`config.mk`:
```
export PLATFORM = sky130hd
export DESIGN_NAME = lc_enc8b10b
export DESIGN_NICKNAME = d
export VERILOG_FILES = /design/src/rtl/lc_enc_pkg.sv /design/src/rtl/lc_enc_6b.sv /design/src/rtl/lc_enc_4b.sv /design/src/rtl/lc_kcheck.sv /design/src/rtl/lc_preamble.sv /design/src/rtl/lc_enc8b10b.sv
export SDC_FILE = /design/constraint.sdc
export NUM_CORES = 1
export LEC_CHECK = 0
export ABC_AREA = 0
export BUFFER_PORTS_ARGS = -buffer_cell sky130_fd_sc_hd__buf_2
export CORE_MARGIN = 5
export CORE_UTILIZATION = 62
export DETAILED_ROUTE_END_ITERATION = 10
export GPL_TIMING_DRIVEN = 1
export HOLD_SLACK_MARGIN = 0.05
export PLACE_DENSITY = 0.83
export SETUP_SLACK_MARGIN = 0.3
export SYNTH_ARGS = -nofsm -noshare
export SYNTH_HDL_FRONTEND = slang
export SYNTH_HIERARCHICAL = 1
export SYNTH_SLANG_ARGS = --single-unit
export TNS_END_PERCENT = 30
```
`constraint.sdc`:
```
create_clock -name clk -period 19.1 [get_ports clk]
set_input_delay 1.91 -clock clk [delete_from_list [all_inputs] [get_ports clk]]
set_output_delay 1.91 -clock clk [all_outputs]
set_load 0.02 [all_outputs]
```
`src/rtl/lc_enc_pkg.sv`:
```
package lc_enc_pkg;

    localparam int CHAR_W = 8;
    localparam int CODE_W = 10;
    localparam int SUB6_W = 6;
    localparam int SUB4_W = 4;

    // K28.5 in both columns, bit 0 = a
    localparam logic [CODE_W-1:0] COMMA_NEG = 10'h17C;
    localparam logic [CODE_W-1:0] COMMA_POS = 10'h283;

    typedef struct packed {
        logic [CODE_W-1:0] code;
        logic              rd;
        logic              err;
    } enc_state_t;

endpackage

```
`src/rtl/lc_enc_6b.sv`:
```
module lc_enc_6b
    import lc_enc_pkg::*;
(
    input  logic [4:0]        x_i,
    input  logic              k28_i,
    input  logic              rd_i,
    output logic [SUB6_W-1:0] sym_o,
    output logic              rd_o
);

    // table entries written with bit a leftmost, negative column
    logic [SUB6_W-1:0] tab_w;
    logic [SUB6_W-1:0] neg_form;
    logic              unbal;
    logic              flip;

    always_comb begin
        case (x_i)
            5'd0:    tab_w = 6'b100111;
            5'd1:    tab_w = 6'b011101;
            5'd2:    tab_w = 6'b101101;
            5'd3:    tab_w = 6'b110001;
            5'd4:    tab_w = 6'b110101;
            5'd5:    tab_w = 6'b101001;
            5'd6:    tab_w = 6'b011001;
            5'd7:    tab_w = 6'b111000;
            5'd8:    tab_w = 6'b111001;
            5'd9:    tab_w = 6'b100101;
            5'd10:   tab_w = 6'b010101;
            5'd11:   tab_w = 6'b110100;
            5'd12:   tab_w = 6'b001101;
            5'd13:   tab_w = 6'b101100;
            5'd14:   tab_w = 6'b011100;
            5'd15:   tab_w = 6'b010111;
            5'd16:   tab_w = 6'b011011;
            5'd17:   tab_w = 6'b100011;
            5'd18:   tab_w = 6'b010011;
            5'd19:   tab_w = 6'b110010;
            5'd20:   tab_w = 6'b001011;
            5'd21:   tab_w = 6'b101010;
            5'd22:   tab_w = 6'b011010;
            5'd23:   tab_w = 6'b111010;
            5'd24:   tab_w = 6'b110011;
            5'd25:   tab_w = 6'b100110;
            5'd26:   tab_w = 6'b010110;
            5'd27:   tab_w = 6'b110110;
            5'd28:   tab_w = 6'b001110;
            5'd29:   tab_w = 6'b101110;
            5'd30:   tab_w = 6'b011110;
            default: tab_w = 6'b101011;
        endcase
        if (k28_i) begin
            tab_w = 6'b001111;
        end
    end

    for (genvar i = 0; i < SUB6_W; i++) begin : g_order
        assign neg_form[i] = tab_w[SUB6_W-1-i];
    end

    assign unbal = ($countones(neg_form) != 3);
    // x = 7 is balanced yet still alternates between columns
    assign flip  = unbal || ((x_i == 5'd7) && !k28_i);
    assign sym_o = (rd_i && flip) ? ~neg_form : neg_form;
    assign rd_o  = rd_i ^ unbal;

endmodule

```
`src/rtl/lc_enc_4b.sv`:
```
module lc_enc_4b
    import lc_enc_pkg::*;
(
    input  logic [2:0]        y_i,
    input  logic [4:0]        x_i,
    input  logic              k_i,
    input  logic              rd_i,
    output logic [SUB4_W-1:0] sym_o,
    output logic              rd_o
);

    logic              alt7;
    logic [SUB4_W-1:0] tab_w;
    logic [SUB4_W-1:0] neg_form;
    logic              unbal;
    logic              flip;

    always_comb begin
        alt7 = 1'b0;
        if (!k_i && (y_i == 3'd7)) begin
            if (!rd_i) begin
                alt7 = (x_i == 5'd17) || (x_i == 5'd18) || (x_i == 5'd20);
            end else begin
                alt7 = (x_i == 5'd11) || (x_i == 5'd13) || (x_i == 5'd14);
            end
        end
    end

    // entries written with bit f leftmost, negative column
    always_comb begin
        if (k_i) begin
            case (y_i)
                3'd0:    tab_w = 4'b1011;
                3'd1:    tab_w = 4'b0110;
                3'd2:    tab_w = 4'b1010;
                3'd3:    tab_w = 4'b1100;
                3'd4:    tab_w = 4'b1101;
                3'd5:    tab_w = 4'b0101;
                3'd6:    tab_w = 4'b1001;
                default: tab_w = 4'b0111;
            endcase
        end else if (alt7) begin
            tab_w = 4'b0111;
        end else begin
            case (y_i)
                3'd0:    tab_w = 4'b1011;
                3'd1:    tab_w = 4'b1001;
                3'd2:    tab_w = 4'b0101;
                3'd3:    tab_w = 4'b1100;
                3'd4:    tab_w = 4'b1101;
                3'd5:    tab_w = 4'b1010;
                3'd6:    tab_w = 4'b0110;
                default: tab_w = 4'b1110;
            endcase
        end
    end

    for (genvar i = 0; i < SUB4_W; i++) begin : g_order
        assign neg_form[i] = tab_w[SUB4_W-1-i];
    end

    assign unbal = ($countones(neg_form) != 2);
    // control groups always take the complement in the positive column
    assign flip  = k_i || unbal || (y_i == 3'd3);
    assign sym_o = (rd_i && flip) ? ~neg_form : neg_form;
    assign rd_o  = rd_i ^ unbal;

endmodule

```
`src/rtl/lc_kcheck.sv`:
```
module lc_kcheck
    import lc_enc_pkg::*;
(
    input  logic [CHAR_W-1:0] char_i,
    input  logic              ctrl_i,
    output logic              k_ok_o,
    output logic              k28_o,
    output logic              k_bad_o
);

    logic [4:0] x;
    logic [2:0] y;
    logic       ext7;
    logic       legal;

    assign x     = char_i[4:0];
    assign y     = char_i[7:5];
    assign k28_o = (x == 5'd28);
    assign ext7  = (y == 3'd7) &&
                   ((x == 5'd23) || (x == 5'd27) || (x == 5'd29) || (x == 5'd30));
    assign legal = k28_o || ext7;

    assign k_ok_o  = ctrl_i && legal;
    assign k_bad_o = ctrl_i && !legal;

endmodule

```
`src/rtl/lc_preamble.sv`:
```
module lc_preamble #(
    parameter int PRE_LEN = 3
) (
    input  logic clk,
    input  logic rst,
    output logic busy_o,
    output logic done_o
);

    localparam int CNT_W = $clog2(PRE_LEN + 1);
    localparam logic [CNT_W-1:0] LAST = CNT_W'(PRE_LEN);

    typedef struct packed {
        logic [CNT_W-1:0] cnt;
        logic             done;
    } pre_state_t;

    pre_state_t s_d, s_q;

    always_comb begin
        s_d = s_q;
        if (s_q.cnt != LAST) begin
            s_d.cnt = s_q.cnt + 1'b1;
        end
        s_d.done = (s_d.cnt == LAST);
    end

    always_ff @(posedge clk) begin
        if (rst) begin
            s_q <= '0;
        end else begin
            s_q <= s_d;
        end
    end

    assign busy_o = (s_q.cnt != LAST);
    assign done_o = s_q.done;

    AST_DONE_HOLDS: assert property (@(posedge clk) disable iff (rst)
        done_o |=> done_o);

    AST_DONE_AFTER_BUSY: assert property (@(posedge clk) disable iff (rst)
        $rose(done_o) |-> $past(busy_o));

endmodule

```
`src/rtl/lc_enc8b10b.sv`:
```
module lc_enc8b10b
    import lc_enc_pkg::*;
#(
    parameter int PRE_LEN = 3
) (
    input  logic              clk,
    input  logic              rst,
    input  logic [CHAR_W-1:0] char_i,
    input  logic              ctrl_i,
    output logic [CODE_W-1:0] code_o,
    output logic              rd_o,
    output logic              ready_o,
    output logic              err_o
);

    enc_state_t s_d, s_q;

    logic              pre_busy;
    logic              pre_done;
    logic              k_ok;
    logic              k28;
    logic              k_bad;
    logic [SUB6_W-1:0] sym6;
    logic [SUB4_W-1:0] sym4;
    logic              rd_mid;
    logic              rd_end;

    lc_preamble #(.PRE_LEN(PRE_LEN)) u_pre (
        .clk    (clk),
        .rst    (rst),
        .busy_o (pre_busy),
        .done_o (pre_done)
    );

    lc_kcheck u_kchk (
        .char_i  (char_i),
        .ctrl_i  (ctrl_i),
        .k_ok_o  (k_ok),
        .k28_o   (k28),
        .k_bad_o (k_bad)
    );

    lc_enc_6b u_6b (
        .x_i   (char_i[4:0]),
        .k28_i (k_ok && k28),
        .rd_i  (s_q.rd),
        .sym_o (sym6),
        .rd_o  (rd_mid)
    );

    lc_enc_4b u_4b (
        .y_i   (char_i[7:5]),
        .x_i   (char_i[4:0]),
        .k_i   (k_ok),
        .rd_i  (rd_mid),
        .sym_o (sym4),
        .rd_o  (rd_end)
    );

    always_comb begin
        s_d = s_q;
        if (pre_busy) begin
            s_d.code = s_q.rd ? COMMA_POS : COMMA_NEG;
            s_d.rd   = ~s_q.rd;
            s_d.err  = 1'b0;
        end else begin
            s_d.code = {sym4, sym6};
            s_d.rd   = rd_end;
            s_d.err  = k_bad;
        end
    end

    always_ff @(posedge clk) begin
        if (rst) begin
            s_q.code <= COMMA_NEG;
            s_q.rd   <= 1'b0;
            s_q.err  <= 1'b0;
        end else begin
            s_q <= s_d;
        end
    end

    assign code_o  = s_q.code;
    assign rd_o    = s_q.rd;
    assign err_o   = s_q.err;
    assign ready_o = pre_done;

    AST_RESET_COMMA: assert property (@(posedge clk)
        rst |=> (code_o == COMMA_NEG && !rd_o && !ready_o && !err_o));

    AST_PRE_COMMA: assert property (@(posedge clk) disable iff (rst)
        !ready_o |=> (code_o == COMMA_NEG || code_o == COMMA_POS));

    AST_IDLE_NO_ERR: assert property (@(posedge clk) disable iff (rst)
        !ready_o |=> !err_o);

    AST_NEG_COLUMN: assert property (@(posedge clk) disable iff (rst)
        !rd_o |=> ($countones(code_o) == 5 || $countones(code_o) == 6));

    AST_POS_COLUMN: assert property (@(posedge clk) disable iff (rst)
        rd_o |=> ($countones(code_o) == 4 || $countones(code_o) == 5));

    AST_RD_TRACK: assert property (@(posedge clk) disable iff (rst)
        1'b1 |=> ((rd_o != $past(rd_o)) == ($countones(code_o) != 5)));

    AST_BAD_K_FLAG: assert property (@(posedge clk) disable iff (rst)
        (ready_o && k_bad) |=> err_o);

endmodule

```
=== Yosys cells after proc, flatten, opt, wreduce, memory -nomap -nowiden ===
Memories as Yosys holds them, arrays and structs flattened.
Index checks and enable logic that the tools add are counted.

* ROM bits: 192
* Input port bits: 11
* Output and inout port bits: 13
* Word-level logic and storage cells: 79
* Bits in registers: 15
* Memories kept: 1

{| class="wikitable"
|+ Memories
! memory !! depth !! bits a word !! read ports !! clocked after memory_dff !! write ports !! line !! text
|-
| (name not given) || 32 || 6 || 1 || 0 || 0 || lc_enc_6b.sv:18 || <nowiki>case (x_i)</nowiki>
|}

* Mux-type cells: 12
* Eq/ne operators: 23
* Reductions and logical operators: 24
* Add/sub/neg operators: 9
* Bitwise operators: 5

{| class="wikitable"
|+ Operators by type and width
! cell !! count
|-
| 32-bit adder || 3
|-
| 32-bit by 3-bit inequality test with 1-bit output, second input constant || 2
|-
| 4-bit case mux with 7 select lines || 2
|-
| 5-bit equality test, second input constant || 8
|-
| 5-bit by 4-bit equality test with 1-bit output, second input constant || 3
|-
| 3-bit equality test, second input constant || 4
|-
| 12-bit 2-to-1 mux || 1
|-
| 4-bit 2-to-1 mux || 3
|-
| 6-bit 2-to-1 mux || 2
|-
| 1-bit logical OR || 11
|-
| 1-bit by 1-bit adder with 2-bit output || 5
|-
| 10-bit 2-to-1 mux || 1
|-
| 1-bit logical AND || 8
|-
| 3-bit by 2-bit equality test with 1-bit output, second input constant || 2
|-
| 6-bit NOT || 1
|-
| 5-bit by 3-bit equality test with 1-bit output, second input constant || 1
|-
| 4-bit NOT || 1
|-
| 3-bit by 1-bit equality test with 1-bit output, second input constant || 1
|-
| 1-bit logical NOT || 3
|-
| 3-bit logical NOT || 1
|-
| 2-bit by 1-bit adder with 2-bit output, second input constant || 1
|-
| 2-bit equality test, second input constant || 1
|-
| 1-bit 2-to-1 mux || 2
|-
| 2-bit 2-to-1 mux || 1
|-
| other kinds (4) || 5
|}

=== Logic depth before layout (Yosys ltp) ===
Gate-level depths: netlist of the first run.

* Depth after elaboration: 26
* Gate-level depth with buffers: 27
* Gate-level depth less buffers: 27

=== Hierarchy ===
Netlist of the first run, hierarchy kept.

{| class="wikitable"
|+ By module, submodules not included
! module !! instances !! area an instance (µm²) !! seq. area each (µm²) !! cells an instance
|-
| lc_enc_6b || 1 || 733.2 || 0.0 || 83
|-
| lc_enc8b10b || 1 || 420.4 || 240.2 || 40
|-
| lc_enc_4b || 1 || 311.5 || 0.0 || 41
|-
| lc_preamble || 1 || 87.6 || 60.1 || 9
|-
| lc_kcheck || 1 || 78.8 || 0.0 || 9
|}

=== Least setup slack after synthesis of the first run ===
OpenSTA, ideal clock, no wires.

* Kind: input port to flip-flop
* Start: input port char_i[2]
* End: register s_q (netlist bit code_o[7])
* Data required time: 19.030 ns
* Library setup time: 0.070 ns
* Cell stages on the path: 26
* Path slack: 11.030 ns
* Arrival time: 8.000 ns
* Path buffers: 0
* Cell sequence: nand2_2 -> nor4b_2 -> o21a_1 -> and2_1 -> a211oi_2 -> fa_1 -> inv_1 -> ha_1 -> ha_1 -> fa_1 -> nor4bb_1 -> a31oi_1 -> xor2_1 -> nor4b_1 -> and3_1 -> o311a_2 -> o31a_4 -> fa_1 -> inv_1 -> ha_1 -> ha_1 -> nand2_1 -> o31ai_1 -> xnor2_1 -> nand2b_1 -> a21oi_1

* Elaborated cells between the ends (all ways): 47
* Classes of those cells: add/sub: 8; eq/ne: 13; mux: 7; bitwise: 2; reduce/logical: 16; memory: 1

{| class="wikitable"
|+ RTL lines
! item !! line !! text
|-
| start, declared || lc_enc8b10b.sv:8 || <nowiki>input logic [CHAR_W-1:0] char_i,</nowiki>
|-
| 5-bit equality test * || lc_kcheck.sv:18 || <nowiki>assign k28_o = (x == 5'd28);</nowiki>
|-
| via k28 || lc_enc8b10b.sv:21 || <nowiki>logic k28;</nowiki>
|-
| 1-bit logical OR * || lc_kcheck.sv:21 || <nowiki>assign legal = k28_o || ext7;</nowiki>
|-
| 1-bit logical AND * || lc_kcheck.sv:23 || <nowiki>assign k_ok_o = ctrl_i && legal;</nowiki>
|-
| via k_ok || lc_enc8b10b.sv:20 || <nowiki>logic k_ok;</nowiki>
|-
| 1-bit logical AND * || lc_enc8b10b.sv:45 || <nowiki>.k28_i (k_ok && k28),</nowiki>
|-
| 6-bit 2-to-1 mux * || lc_enc_6b.sv:52 || <nowiki>if (k28_i) begin</nowiki>
|-
| 1-bit by 1-bit adder with 2-bit output (not written as such) || lc_enc_6b.sv:61 || <nowiki>assign unbal = ($countones(neg_form) != 3);</nowiki>
|-
| [4 not listed] || -- ||
|-
| via rd_mid || lc_enc8b10b.sv:25 || <nowiki>logic rd_mid;</nowiki>
|-
| [4 not listed] || -- ||
|-
| 1-bit by 1-bit adder with 2-bit output (not written as such) || lc_enc_4b.sv:62 || <nowiki>assign unbal = ($countones(neg_form) != 2);</nowiki>
|-
| 32-bit adder (not written as such) || lc_enc_4b.sv:62 ||
|-
| 32-bit by 3-bit inequality test with 1-bit output || lc_enc_4b.sv:62 ||
|-
| 1-bit logical OR (2 in a row) || lc_enc_4b.sv:64 || <nowiki>assign flip = k_i || unbal || (y_i == 3'd3);</nowiki>
|-
| 1-bit logical AND || lc_enc_4b.sv:65 || <nowiki>assign sym_o = (rd_i && flip) ? ~neg_form : neg_form;</nowiki>
|-
| 4-bit 2-to-1 mux * || lc_enc_4b.sv:65 ||
|-
| via sym4[1] || lc_enc8b10b.sv:24 || <nowiki>logic [SUB4_W-1:0] sym4;</nowiki>
|-
| 12-bit 2-to-1 mux * || lc_enc8b10b.sv:62 || <nowiki>if (pre_busy) begin</nowiki>
|-
| end, declared || lc_enc8b10b.sv:16 || <nowiki>enc_state_t s_d, s_q;</nowiki>
|}

The timed path passes the listed nets; every way through them passes the cells marked *.
A chain may end at the register's enable or synchronous reset.

=== Worst setup path in the final report of the first run ===
* Start: input port char_i[2]
* End: register s_q (netlist bit code_o[8])

Same word-level chain as after synthesis.

==> reports/summary.md, run 1 <==
The later pin in the worst-skew pair is clocked with a latency of 0.29 ns. By area the synthesized netlist is led by sky130_fd_sc_hd__dfxtp_1 18%, sky130_fd_sc_hd__ha_1 12%, sky130_fd_sc_hd__nand2b_1 6.5%. Number of placement rows: 18.

Launch instance of the worst register-to-register path: rd_o. The run gives 0.00250 mm2 as the area of the placeable core. The net count of the finished layout is 230, and the cell area after synthesis is 0.00163 mm2. Counting every net in the synthesized netlist gives 211. The number of slew-limit violations in the final report was 0.

The smallest clock period supported by the final layout is computed as 9.15 ns. 24 I/O pins were placed. The post-synthesis async set-or-reset flop share was 0. The run gives 6 as the Yosys warning count. STA puts the critical path data arrival time at 9.31 ns. The number of antenna diodes in the final layout is 0.

The routed length per instance came out at 13.5 um. Adder-cell share of the synthesized area: 0.152. The family of cells with the greatest summed delay on the critical path is adder cells.

Once detail routing completed, the nets flagged for antenna violations numbered 0. The portion of the clock cycle consumed by the worst path in the final layout was 0.479. The area share of xor/xnor cells in the synthesized design was 0.0859.

The ratio of cells with drive above 1 in the final layout was 0.245. Total of cells resized after clock tree synthesis: 0. For the total CTS buffers, the log shows 3. The biggest area contributor in the post-synthesis netlist is sky130_fd_sc_hd__dfxtp_1. In this design, the stage delay of the slowest critical-path cell is 0.65 ns.

The multiplexer share of the synthesized area is 0.0153, and the area added between synthesis and finish is 5.37%. By count the netlist is led by 17 x sky130_fd_sc_hd__nand2b_1, 15 x sky130_fd_sc_hd__dfxtp_1, 15 x sky130_fd_sc_hd__ha_1. The logs give 38 for the first-iteration detailed-routing DRC count and 0.751 nW for the leakage power. Most common flop cell mapped by yosys: sky130_fd_sc_hd__dfxtp_1. Most numerous cell in the Yosys netlist: sky130_fd_sc_hd__nand2b_1.

The launch point of the worst hold path is u_pre/s_q[2]. For this block, the via count after detailed routing is 1352. The worst setup path is launched from an input pin. Global routing finished with a remaining overflow of 0. In this run the worst setup path terminates at code_o[8].

Worst-case headroom to the max-slew limit: 0.504. In this run the mean area of a mapped cell was 8.96 um2. For the portion of the post-synthesis area used by sequential elements, the log shows 0.184. The tools report the number of antenna violations at the first check in global routing as 0. The tools report the capture point of the worst reg-to-reg path as code_o[8]. The pre-antenna-repair detailed-routing pass consisted of 4 iterations. The tools report the start point of the critical path as char_i[2]. Overall global routing resource usage: 0.188. The kind of path behind the tightest hold check is reg2reg. The area share of the largest cell type after synthesis was 0.184; the depth of the critical timing path with buffers and inverters included was 28. Clock-pin slew was measured on the worst setup and hold paths at 0.09 ns. The synthesized design contains 0 enable-type register cells. The longest clock path from root to sink contains 2 buffers. Number of remaining DRC errors: 0. By area, the combinational part of the netlist is dominated by simple AND/OR/NAND/NOR gates. The logs give 0.00172 mm2 for the area of all placed cells without fillers and 0.109 GHz for the maximum operating frequency. The number of hold-slack violations in the final timing report is 0. The final layout contains routed wiring with a total length of 3090 um.

For the number of global-route vias before repair, the log shows 1247. The width of the die was 61.3 um. Clock tree synthesis found a total of 15 sinks.

In this run the post-CTS setup repair buffer count came out at 0. The tree is rooted in a sky130_fd_sc_hd__clkbuf_4. The flow ran to the end, and the final reports show no timing, DRC or antenna violations. In this run the cell area measured after placement is 0.00169 mm2. The die area is 0.00376 mm2, and the final weighted congestion in routability-driven placement is 0.816. For the final routed database, the setup TNS stands at 0 ns.

Class of the most critical setup path: in2reg. In this run, synthesis produced a sequential element count of 15. The number of cells produced by synthesis was 182; the ratio of routed vias to standard cells was 5.88. The worst-case IR drop observed on VDD is 0.0000670 V.

Setup violations remaining at the end of the flow were counted as 0. The slowest stage of the critical path belongs to the cell sky130_fd_sc_hd__o31ai_1. The run gives 14.93 ns as the reg2reg setup slack.

The number of hold buffers added after CTS was 0; the required time at the endpoint of the critical path was 19.25 ns. The starting density of the core came out at 0.653. Setup repair after global routing left no endpoint under its margin. The power density normalized to cell area was 70.0 mW/mm2. Along the worst path, the maximum fanout reaches 24. The first global-routing pass estimated 5480 um of wire. The depth of the CTS H-tree is 1, and the count of buffers from port buffering is 23. On the final layout, the worst clock skew is 0.00695 ns.

Transition time at the pin with the least slew margin: 0.737 ns. The HPWL after detailed placement was 2380 um. The tools report the pin count of the biggest net entering global routing as 25.

From bottom edge to top edge, the die measures 61.3 um. The critical path contains buffers and inverters numbering 3 combined. The share of the synthesized area in compound gates (AO/OA/AOI/OAI) is 0.215, and the simple logic cell fraction of the synthesized area is 0.268. Counting cells, the worst reg-to-reg path comes to 15.

After synthesis, the netlist uses 56 different library cells. TritonCTS built the clock tree. Max-capacitance violation count: 0. Counting stages on the worst path, the most repeated cell is sky130_fd_sc_hd__ha_1. The worst setup path is captured at a flop.
==> state kept, by name, summed over array words and instances (netlist names) <==
signal,flops
code_o,10
err_o,1
rd_o,1
u_pre/done_o,1
u_pre/s_q,2
==> worst min-delay path, stage by stage, from the launching register on <==
cell and delay [ns]:
sky130_fd_sc_hd__dfxtp_1 0.33, sky130_fd_sc_hd__inv_2 0.06, sky130_fd_sc_hd__nor2_1 0.04
==> how the worst min path moves through the flow <==
stage               cells after the start      endpoint  slack [ns]
detailed placement                      2  u_pre/done_o        0.46
floorplan                               1  u_pre/s_q[1]        0.44
global route                            2  u_pre/done_o        0.51
CTS                                     2  u_pre/done_o        0.47
global placement                        2  u_pre/done_o        0.45
finish                                  2  u_pre/done_o        0.47
==> stage by stage <==
step                      hold slack (ns)  std cells  power, mW  setup WS (ns)   util
after floorplan                     0.439        182     0.0898          11.03      -
after global placement              0.449        226     0.0995          10.06  0.677
after detailed placement            0.462        226      0.103           9.73  0.677
after CTS                           0.475        230      0.121           9.98  0.688
after global routing                0.509        230      0.132           9.48  0.688
final                               0.473        230      0.120           9.95  0.688
==> layout by cell type (no fill, tap or decap), drive strengths merged, types with 3 or more instances in the layout <==
| master | instances |
|---|---|
| buf | 23 |
| nand2b | 17 |
| inv | 10 |
| xor2 | 8 |
| xnor2 | 8 |
| clkbuf | 3 |
| nand3b | 6 |
| a21oi | 11 |
| a221oi | 3 |
| o21ai | 3 |
| nor2 | 10 |
| and2 | 3 |
| a21o | 3 |
| fa | 3 |
| ha | 15 |
| nand3 | 3 |
| nand2 | 14 |
| and3 | 3 |
| nor2b | 3 |
| dfxtp | 15 |
| a31oi | 3 |
==> where the power goes <==
part / internal, mW / switching (mW) / leakage [nW] / total (mW)
registers: 0.0344 / 0.00136 / 0.124 / 0.0358
logic: 0.0278 / 0.0390 / 0.609 / 0.0668
clock network: 0.00779 / 0.0100 / 0.0177 / 0.0178
total: 0.0700 / 0.0504 / 0.751 / 0.120
==> kinds of logic after synthesis <==
logic type               count (synthesis)
flip-flops                              15
multiplexers                             2
XOR/XNOR                                16
AO/OA/AOI/OAI                           40
AND/OR/NAND/NOR                         72
buffers and inverters                   19
adder cells (fa/ha/maj)                 18
==> final cells by class <==
cell class / instances / area (um2)
Inverter: 10 / 37.5
Sequential cell: 15 / 300
Tap cell: 30 / 37.5
Fill cell: 231 / 781
Multi-Input combinational cell: 148 / 1200
Clock inverter: 1 / 5.00
Clock buffer: 3 / 22.5
Timing Repair Buffer: 23 / 115
==> layer usage <==
| metal | GRT usage | vias to the layer above | part of all wire |
|---|---|---|---|
| met5 | 0 | - | 0 |
| met4 | 0.0279 | 0 | 0.010 |
| met3 | 0.0356 | 4 | 0.048 |
| met2 | 0.338 | 35 | 0.50 |
| met1 | 0.235 | 635 | 0.44 |
| li1 | - | 678 | - |
No activity file was read; power rests on OpenSTA's default activity.
==> run 2: changes to the inputs <==
--- a/config.mk
+++ b/config.mk
@@ -8,11 +8,11 @@
 export ABC_AREA = 0
 export BUFFER_PORTS_ARGS = -buffer_cell sky130_fd_sc_hd__buf_2
 export CORE_MARGIN = 5
-export CORE_UTILIZATION = 62
+export CORE_UTILIZATION = 57
 export DETAILED_ROUTE_END_ITERATION = 10
 export GPL_TIMING_DRIVEN = 1
 export HOLD_SLACK_MARGIN = 0.05
-export PLACE_DENSITY = 0.83
+export PLACE_DENSITY = 0.77
 export SETUP_SLACK_MARGIN = 0.3
 export SYNTH_ARGS = -nofsm -noshare
 export SYNTH_HDL_FRONTEND = slang
==> constraint.sdc (replaced) <==
create_clock -name clk -period 9.6 [get_ports clk]
set_input_delay 0.96 -clock clk [delete_from_list [all_inputs] [get_ports clk]]
set_output_delay 0.96 -clock clk [all_outputs]
set_load 0.02 [all_outputs]
==> reports/summary.md, run 2 (same netlist as run 1, synthesis figures left out) <==
The run finished with clean final reports. The number of placement rows came out at 19 (+1). The depth of the critical timing path with buffers and inverters included was 27 (-3.6%); the number of remaining DRC errors was 0 (unchanged).

In the layout the commonest cells are 23 x sky130_fd_sc_hd__buf_2, 17 x sky130_fd_sc_hd__nand2b_1, 15 x sky130_fd_sc_hd__dfxtp_1, 15 x sky130_fd_sc_hd__ha_1, 11 x sky130_fd_sc_hd__nand2_1. STA classifies the critical path startpoint as an input pin. The worst path buffer plus inverter count was 3 (unchanged); the total via count after detailed routing was 1325 (-2.0%). The logs give 0 (unchanged) for the number of nets with antenna violations after routing and 0.000144 V (+110%) for the maximum vdd ir drop. For the HPWL after detailed placement, the log shows 2380 um (-0.19%). The sink count of the clock tree is 15 (unchanged), and the net count of the finished layout is 230 (unchanged). The depth of the worst register-to-register path works out to 14 (-1).

The required time at the endpoint of the critical path was 9.82 ns (-9.43 ns); the total congestion overflow was 0 (unchanged). Static timing analysis puts the maximum clock frequency at 0.123 GHz. The launch instance of the worst register-to-register path is rd_o.

Counting stages on the worst path, the most repeated cell is sky130_fd_sc_hd__ha_1. The clock tree buffer depth was 2 (unchanged); the transition time at the pin with the least slew margin was 0.747 ns (+0.0102 ns). The die height was 63.5 um (+3.6%). The total of cells resized after clock tree synthesis is 0 (unchanged). The logs give 0 ns (unchanged) for the sum of negative setup slack and 0 (unchanged) for the antenna diode count.

The number of flip-flops in the largest register was 10 (unchanged). The class of the most critical setup path is in2reg. For the total CTS buffers, the log shows 3 (unchanged). The run gives 0.00320 ns (-0.00374 ns) as the clock skew.

The arrival time reported for the critical path endpoint is 8.32 ns (-0.99 ns), and the ratio of routed vias to standard cells is 5.74 (-2.4%). The utilization after layout is 0.623 (-0.0643), and the number of hold-slack violations in the final timing report is 0 (unchanged). The number of global-route vias before repair was 1318 (+5.7%); the depth of the CTS H-tree was 1 (unchanged).

The run gives 0 (unchanged) as the number of antenna violations at the first check in global routing. Width of the die: 63.5 um (+3.6%). The kind of path behind the tightest hold check is reg2reg.

The number of detailed-route iterations in the first pass was 4 (unchanged); the portion of the clock cycle consumed by the worst path in the final layout was 0.844. The clock edge transition at the registers on the reported setup and hold paths came out at 0.08 ns (about the same). Number of slew-limit violations in the final report: 0 (unchanged). The wire length of the first global-routing pass was 5540 um (+1.1%). Tracing the worst setup path back leads to its startpoint at char_i[2].

The run gives 0.748 nW (-0.36%) as the leakage power. TritonCTS built the clock tree. The run gives 0.28 ns (about the same) as the clock latency of the later-clocked register in the worst-skew pair.

Setup repair after global routing left no endpoint under its margin. Leaving out fill and tap cells, the most frequent cell in the layout is sky130_fd_sc_hd__buf_2. The worst setup path is captured at a flop. The run gives 0 (unchanged) as the number of hold buffers added after CTS. After layout, the minimum clock period comes to 8.10 ns. For the pin count of the biggest net entering global routing, the log shows 25 (unchanged). In this design, the largest share of critical-path delay is due to adder cells.

The max-capacitance violation count is 0 (unchanged). The power density normalized to cell area works out to 138 mW/mm2 (+97%). Final wirelength: 3070 um (-0.84%). The maximum cell stage delay along the critical path is 0.66 ns (about the same). The logs give 0.00276 mm2 (+10%) for the area of the placeable core and 0.00403 mm2 (+7.3%) for the die area. The overall global routing resource usage was 0.162 (-0.0251). Largest fanout of any net on the critical path: 24 (unchanged). The I/O pin count came out at 24 (unchanged). The area added between synthesis and finish was 5.37% (unchanged); the ratio of cells with drive above 1 in the final layout was 0.240 (-0.00500). The routed length per instance works out to 13.3 um (-1.3%). The count of buffers from port buffering was 23 (unchanged).

Root buffer cell: sky130_fd_sc_hd__clkbuf_4. The logs give 0 (unchanged) for the number of setup violations in the final report and 0.767 (-5.9%) for the final weighted congestion in routability-driven placement. The endpoint identified for the worst register-to-register timing path is code_o[7].

The run gives 0.592 (-0.0610) as the starting density of the core. The run gives 5.49 ns (-9.44 ns) as the reg2reg setup slack. First-iteration detailed-routing DRC count: 45 (+18%). Slowest cell on the critical path: sky130_fd_sc_hd__o31ai_1. The most critical setup path has its endpoint at code_o[7]. The count of buffers added by post-CTS timing repair for setup was 0 (unchanged); the number of fill cells in the layout was 252 (+9.1%).

The run gives 0.497 (-0.00689) as the worst-case headroom to the max-slew limit.
==> run 2: cell count changes in the layout (fill, tap and decap cells not counted), sizes merged <==
cell	change
clkbuf	+1
clkinv	-1
==> run 2: stage by stage <==
step | area (um2) | hold WS [ns] | cells | power (mW) | worst slack [ns]
final | 1720 | 0.476 | 231 | 0.237 | 1.50
after global routing | 1720 | 0.501 | 231 | 0.260 | 0.998
after CTS | 1720 | 0.482 | 231 | 0.239 | 1.51
after detailed placement | 1690 | 0.463 | 227 | 0.204 | 1.22
after global placement | 1690 | 0.454 | 227 | 0.198 | 1.43
after floorplan | 1630 | 0.439 | 182 | 0.179 | 2.48
==> run 2: final cells by class <==
| cell class | count | area, um2 | share of cell area |
|---|---|---|---|
| clock buffer | 4 | 26.3 | 0.0153 |
| inverter | 10 | 37.5 | 0.0218 |
| multi-input combinational | 148 | 1200 | 0.699 |
| sequential | 15 | 300 | 0.175 |
| tap | 31 | 38.8 | 0.0226 |
| timing repair buffer | 23 | 115 | 0.0670 |
==> run 2: metal layers <==
metal / vias up / share of wire / GRT usage
li1: 677 / - / -
met1: 624 / 0.43 / 0.183
met2: 22 / 0.53 / 0.310
met3: 2 / 0.032 / 0.0284
met4: 0 / 0.0059 / 0.0364
met5: - / 0 / 0
==> run 2: how the worst min path moves through the flow <==
stage	startpoint	end	cells after the start
after floorplan	u_pre/s_q[1]	u_pre/s_q[1]	1
after global placement	u_pre/s_q[2]	u_pre/done_o	2
after detailed placement	u_pre/s_q[1]	u_pre/s_q[1]	1
after CTS	u_pre/s_q[1]	u_pre/s_q[1]	1
after global routing	u_pre/s_q[1]	u_pre/s_q[1]	1
final	u_pre/s_q[2]	u_pre/done_o	2
==> run 2: report_power, final <==
group | switching [mW] | internal, mW
sequential | 0.00280 | 0.0685
combinational | 0.0760 | 0.0556
clock | 0.0179 | 0.0161
total | 0.0967 | 0.140
==> run 2: worst reg2reg max path: cells and delay by family, from the launching register on <==
family | cells | cell delay [ns]
compound gates | 4 | 1.49
fa+ha+maj | 3 | 0.94
xor+xnor | 2 | 0.62
simple gates | 4 | 0.50
flops | 1 | 0.46
buf+inv | 1 | 0.04
==> run 3: changes to the inputs <==
--- a/config.mk
+++ b/config.mk
@@ -5,14 +5,14 @@
 export SDC_FILE = /design/constraint.sdc
 export NUM_CORES = 1
 export LEC_CHECK = 0
-export ABC_AREA = 0
+export ABC_AREA = 1
 export BUFFER_PORTS_ARGS = -buffer_cell sky130_fd_sc_hd__buf_2
 export CORE_MARGIN = 5
-export CORE_UTILIZATION = 57
+export CORE_UTILIZATION = 58
 export DETAILED_ROUTE_END_ITERATION = 10
 export GPL_TIMING_DRIVEN = 1
 export HOLD_SLACK_MARGIN = 0.05
-export PLACE_DENSITY = 0.77
+export PLACE_DENSITY = 0.78
 export SETUP_SLACK_MARGIN = 0.3
 export SYNTH_ARGS = -nofsm -noshare
 export SYNTH_HDL_FRONTEND = slang
==> constraint.sdc (replaced) <==
create_clock -name clk -period 8.3 [get_ports clk]
set_input_delay 0.83 -clock clk [delete_from_list [all_inputs] [get_ports clk]]
set_output_delay 0.83 -clock clk [all_outputs]
set_load 0.02 [all_outputs]
==> reports/summary.md, run 3 <==
The post-route minimum period was 6.63 ns; the transition time at the pin with the least slew margin was 0.419 ns (-0.329 ns). The number of flip-flops in the largest register came out at 10 (unchanged). The most common cell in the synthesized netlist is sky130_fd_sc_hd__nand2_1. Ranked by total cell area, the synthesized netlist is headed by sky130_fd_sc_hd__nand2_1 25%, sky130_fd_sc_hd__dfxtp_1 18%, sky130_fd_sc_hd__ha_1 11%. The power density normalized to cell area is 178 mW/mm2 (+29%). The run gives 272 (+7.9%) as the number of fill cells in the layout. The area of the placeable core came out at 0.00278 mm2 (+0.86%). The endpoint identified for the worst register-to-register timing path is code_o[9]. The slowest stage of the critical path is the sky130_fd_sc_hd__fa_1 cell. The ratio of cells with drive above 1 in the final layout is 0.176 (-0.0635), and the total congestion overflow is 0 (unchanged).

Leaving out fill and tap cells, the most frequent cell in the layout is sky130_fd_sc_hd__nand2_1. The run gives 0.000192 V (+34%) as the maximum vdd ir drop. In this run the critical register-to-register path is launched from rd_o.

The worst hold path begins at u_pre/s_q[2]. The total of cells resized after clock tree synthesis is 0 (unchanged), and the number of setup violations in the final report is 0 (unchanged). HPWL after detailed placement: 2720 um (+14%).

For this run, the top clock speed supported by timing is 0.151 GHz. The largest fanout of any net on the critical path was 17 (-29%); the number of detailed-route iterations in the first pass was 4 (unchanged). The sequential standard cell area is 300 um2 (unchanged).

The cell repeated most along the worst path was sky130_fd_sc_hd__nand2_1. The overall global routing resource usage was 0.172 (+0.00915). The maximum cell stage delay along the critical path is 0.53 ns (-0.13 ns), and the sink count of the clock tree is 15 (unchanged). The area of the multi-input gates is 0.00120 mm2 (+0.31%), and the final weighted congestion in routability-driven placement is 0.833 (+8.6%).

The worst hold endpoint was u_pre/done_o. TritonCTS built the clock tree. The worst hold-check slack is 0.473 ns (-0.00298 ns). Setup repair after global routing left no endpoint under its margin. In the layout the commonest cells are 112 x sky130_fd_sc_hd__nand2_1, 35 x sky130_fd_sc_hd__inv_1, 28 x sky130_fd_sc_hd__nand3_1.

The final wirelength was 3380 um (+10%); the post-synthesis async set-or-reset flop share was 0 (unchanged). The area share of the largest cell type after synthesis works out to 0.246 (+0.0623). The arrival time reported for the critical path endpoint is 6.81 ns (-1.51 ns). The number of register bits inferred by synthesis was 15 (unchanged); the pin count of the biggest net entering global routing was 18 (-28%).

The starting density of the core was 0.614 (+0.0219); the number of synthesized flops with an enable pin was 0 (unchanged). The worst-case headroom to the max-slew limit came out at 0.720 (+0.223). The path class of the tightest hold or removal check is reg2reg. The number of slew-limit violations in the final report is 0 (unchanged), and the clock latency of the later-clocked register in the worst-skew pair is 0.28 ns (about the same). Cell area after synthesis: 0.00171 mm2 (+4.6%). The critical path is of the in2reg type. The tools report the type of destination of the critical path as a flop. Sort of element at the start of the critical path: an input pin.

The routed length per instance was 10.0 um (-24%). The run gives 3 (unchanged) as the total CTS buffers. Most common flop cell mapped by yosys: sky130_fd_sc_hd__dfxtp_1.

Utilization after layout: 0.666 (+0.0428). The ratio of routed vias to standard cells works out to 4.98 (-13%). The count of buffers from port buffering was 23 (unchanged); the clock tree buffer depth was 2 (unchanged).

The number of cells produced by synthesis was 283 (+55%); the synthesized area per cell was 6.03 um2 (-33%). Ranked by instance count, the synthesized netlist is headed by 112 x sky130_fd_sc_hd__nand2_1, 35 x sky130_fd_sc_hd__inv_1, 28 x sky130_fd_sc_hd__nand3_1. For the number of nets with antenna violations after routing, the log shows 0 (unchanged).

The number of remaining DRC errors was 0 (unchanged); the area added between synthesis and finish was 8.58%. The number of hold-slack violations in the final timing report is 0 (unchanged), and the sum of negative setup slack is 0 ns (unchanged). The tools report the reg2reg setup slack as 5.13 ns (-0.36 ns). The clock edge transition at the registers on the reported setup and hold paths works out to 0.08 ns (about the same). The tools report the max-capacitance violation count as 0 (unchanged). The net count of the mapped netlist was 312 (+48%). The cell sitting at the root of the clock tree is a sky130_fd_sc_hd__clkbuf_4.

The number of placement rows was 19 (unchanged); the net count of the finished layout was 336 (+46%). Clock skew: 0.00493 ns (+0.00172 ns). The leakage power is 1.09 nW (+46%). Cell type with the largest total area after synthesis: sky130_fd_sc_hd__nand2_1.

The total via count after detailed routing came out at 1677 (+27%). For the number of hold buffers added after CTS, the log shows 0 (unchanged). Yosys warning count: 6 (unchanged). The tools report the number of global-route vias before repair as 1427 (+8.3%). The width of the die came out at 64.2 um (+1.2%).

The antenna diode count came out at 0 (unchanged). The number of distinct library cells after synthesis came out at 33 (-41%). The I/O pin count was 24 (unchanged); the first-iteration detailed-routing DRC count was 151 (+240%). For the number of antenna violations at the first check in global routing, the log shows 0 (unchanged). The portion of the clock cycle consumed by the worst path in the final layout was 0.799; the portion of the post-synthesis area used by sequential elements was 0.176 (-0.00810). The depth of the worst register-to-register path works out to 18 (+4).

The tools report the required time at the endpoint of the critical path as 8.47 ns (-1.35 ns). The flow ran to the end, and the final reports show no timing, DRC or antenna violations. Die height: 64.2 um (+1.2%). The die area is 0.00413 mm2 (+2.4%), and the depth of the CTS H-tree is 1 (unchanged). The logs give 0 (unchanged) for the count of buffers added by post-CTS timing repair for setup and 6000 um (+8.2%) for the wire length of the first global-routing pass. The instance count along the most critical hold path came out at 2 (unchanged).
## run 3: kinds of logic (layout without fill, tap and decap cells)
group	Yosys count	in the layout	share of synthesized area
AO/OA/AOI/OAI	15	15	0.0586
XOR/XNOR	5	5	0.0301
buffers and inverters	48	71	0.118
flip-flops	15	15	0.176
AND/OR/NAND/NOR	182	182	0.472
adder cells (fa/ha/maj)	18	18	0.145
## run 3: where the power goes
group,switching [mW],internal (mW)
Combinational,0.128,0.0726
Clock,0.0215,0.0186
Sequential,0.00533,0.0848
## run 3: cell type report
type | instances | area share
multi-input cells | 220 | 0.650
inverters | 44 | 0.0905
flip-flops and latches | 15 | 0.162
well taps | 31 | 0.0209
repair buffers | 23 | 0.0621
clock buffers | 4 | 0.0142
## run 3: worst max-delay path: cells and delay by family
family,cells,cell delay [ns]
compound gates,4,0.69
xor+xnor,1,0.28
fa+ha+maj,7,2.49
buf+inv,7,0.77
simple gates,17,1.72
## run 3: worst max-delay path by stage
stage	start	cells after the start	to
after floorplan	char_i[0]	36	code_o[6]
after global placement	char_i[3]	36	code_o[9]
after detailed placement	char_i[2]	36	code_o[6]
after CTS	char_i[2]	36	code_o[9]
after global routing	char_i[2]	36	code_o[6]
final	char_i[2]	36	code_o[9]
## run 3: layer usage
layer | wire length [um] | track usage | part of all wire | vias up
li1 | - | - | - | 924
met1 | 1690 | 0.255 | 0.50 | 703
met2 | 1510 | 0.266 | 0.45 | 46
met3 | 164 | 0.0105 | 0.049 | 4
met4 | 18 | 0.0458 | 0.0053 | 0
met5 | 0 | 0 | 0 | -
## run 3: through the flow
| stage | instance area, um2 | instances | setup slack (ns) | total power [mW] |
|---|---|---|---|---|
| 2_1_floorplan | 1710 | 283 | 2.33 | 0.248 |
| 3_3_place_gp | 1830 | 333 | 1.51 | 0.289 |
| 3_5_place_dp | 1830 | 333 | 1.39 | 0.293 |
| 4_1_cts | 1850 | 337 | 1.67 | 0.334 |
| 5_1_grt | 1850 | 337 | 1.01 | 0.372 |
| 6_report | 1850 | 337 | 1.67 | 0.330 |
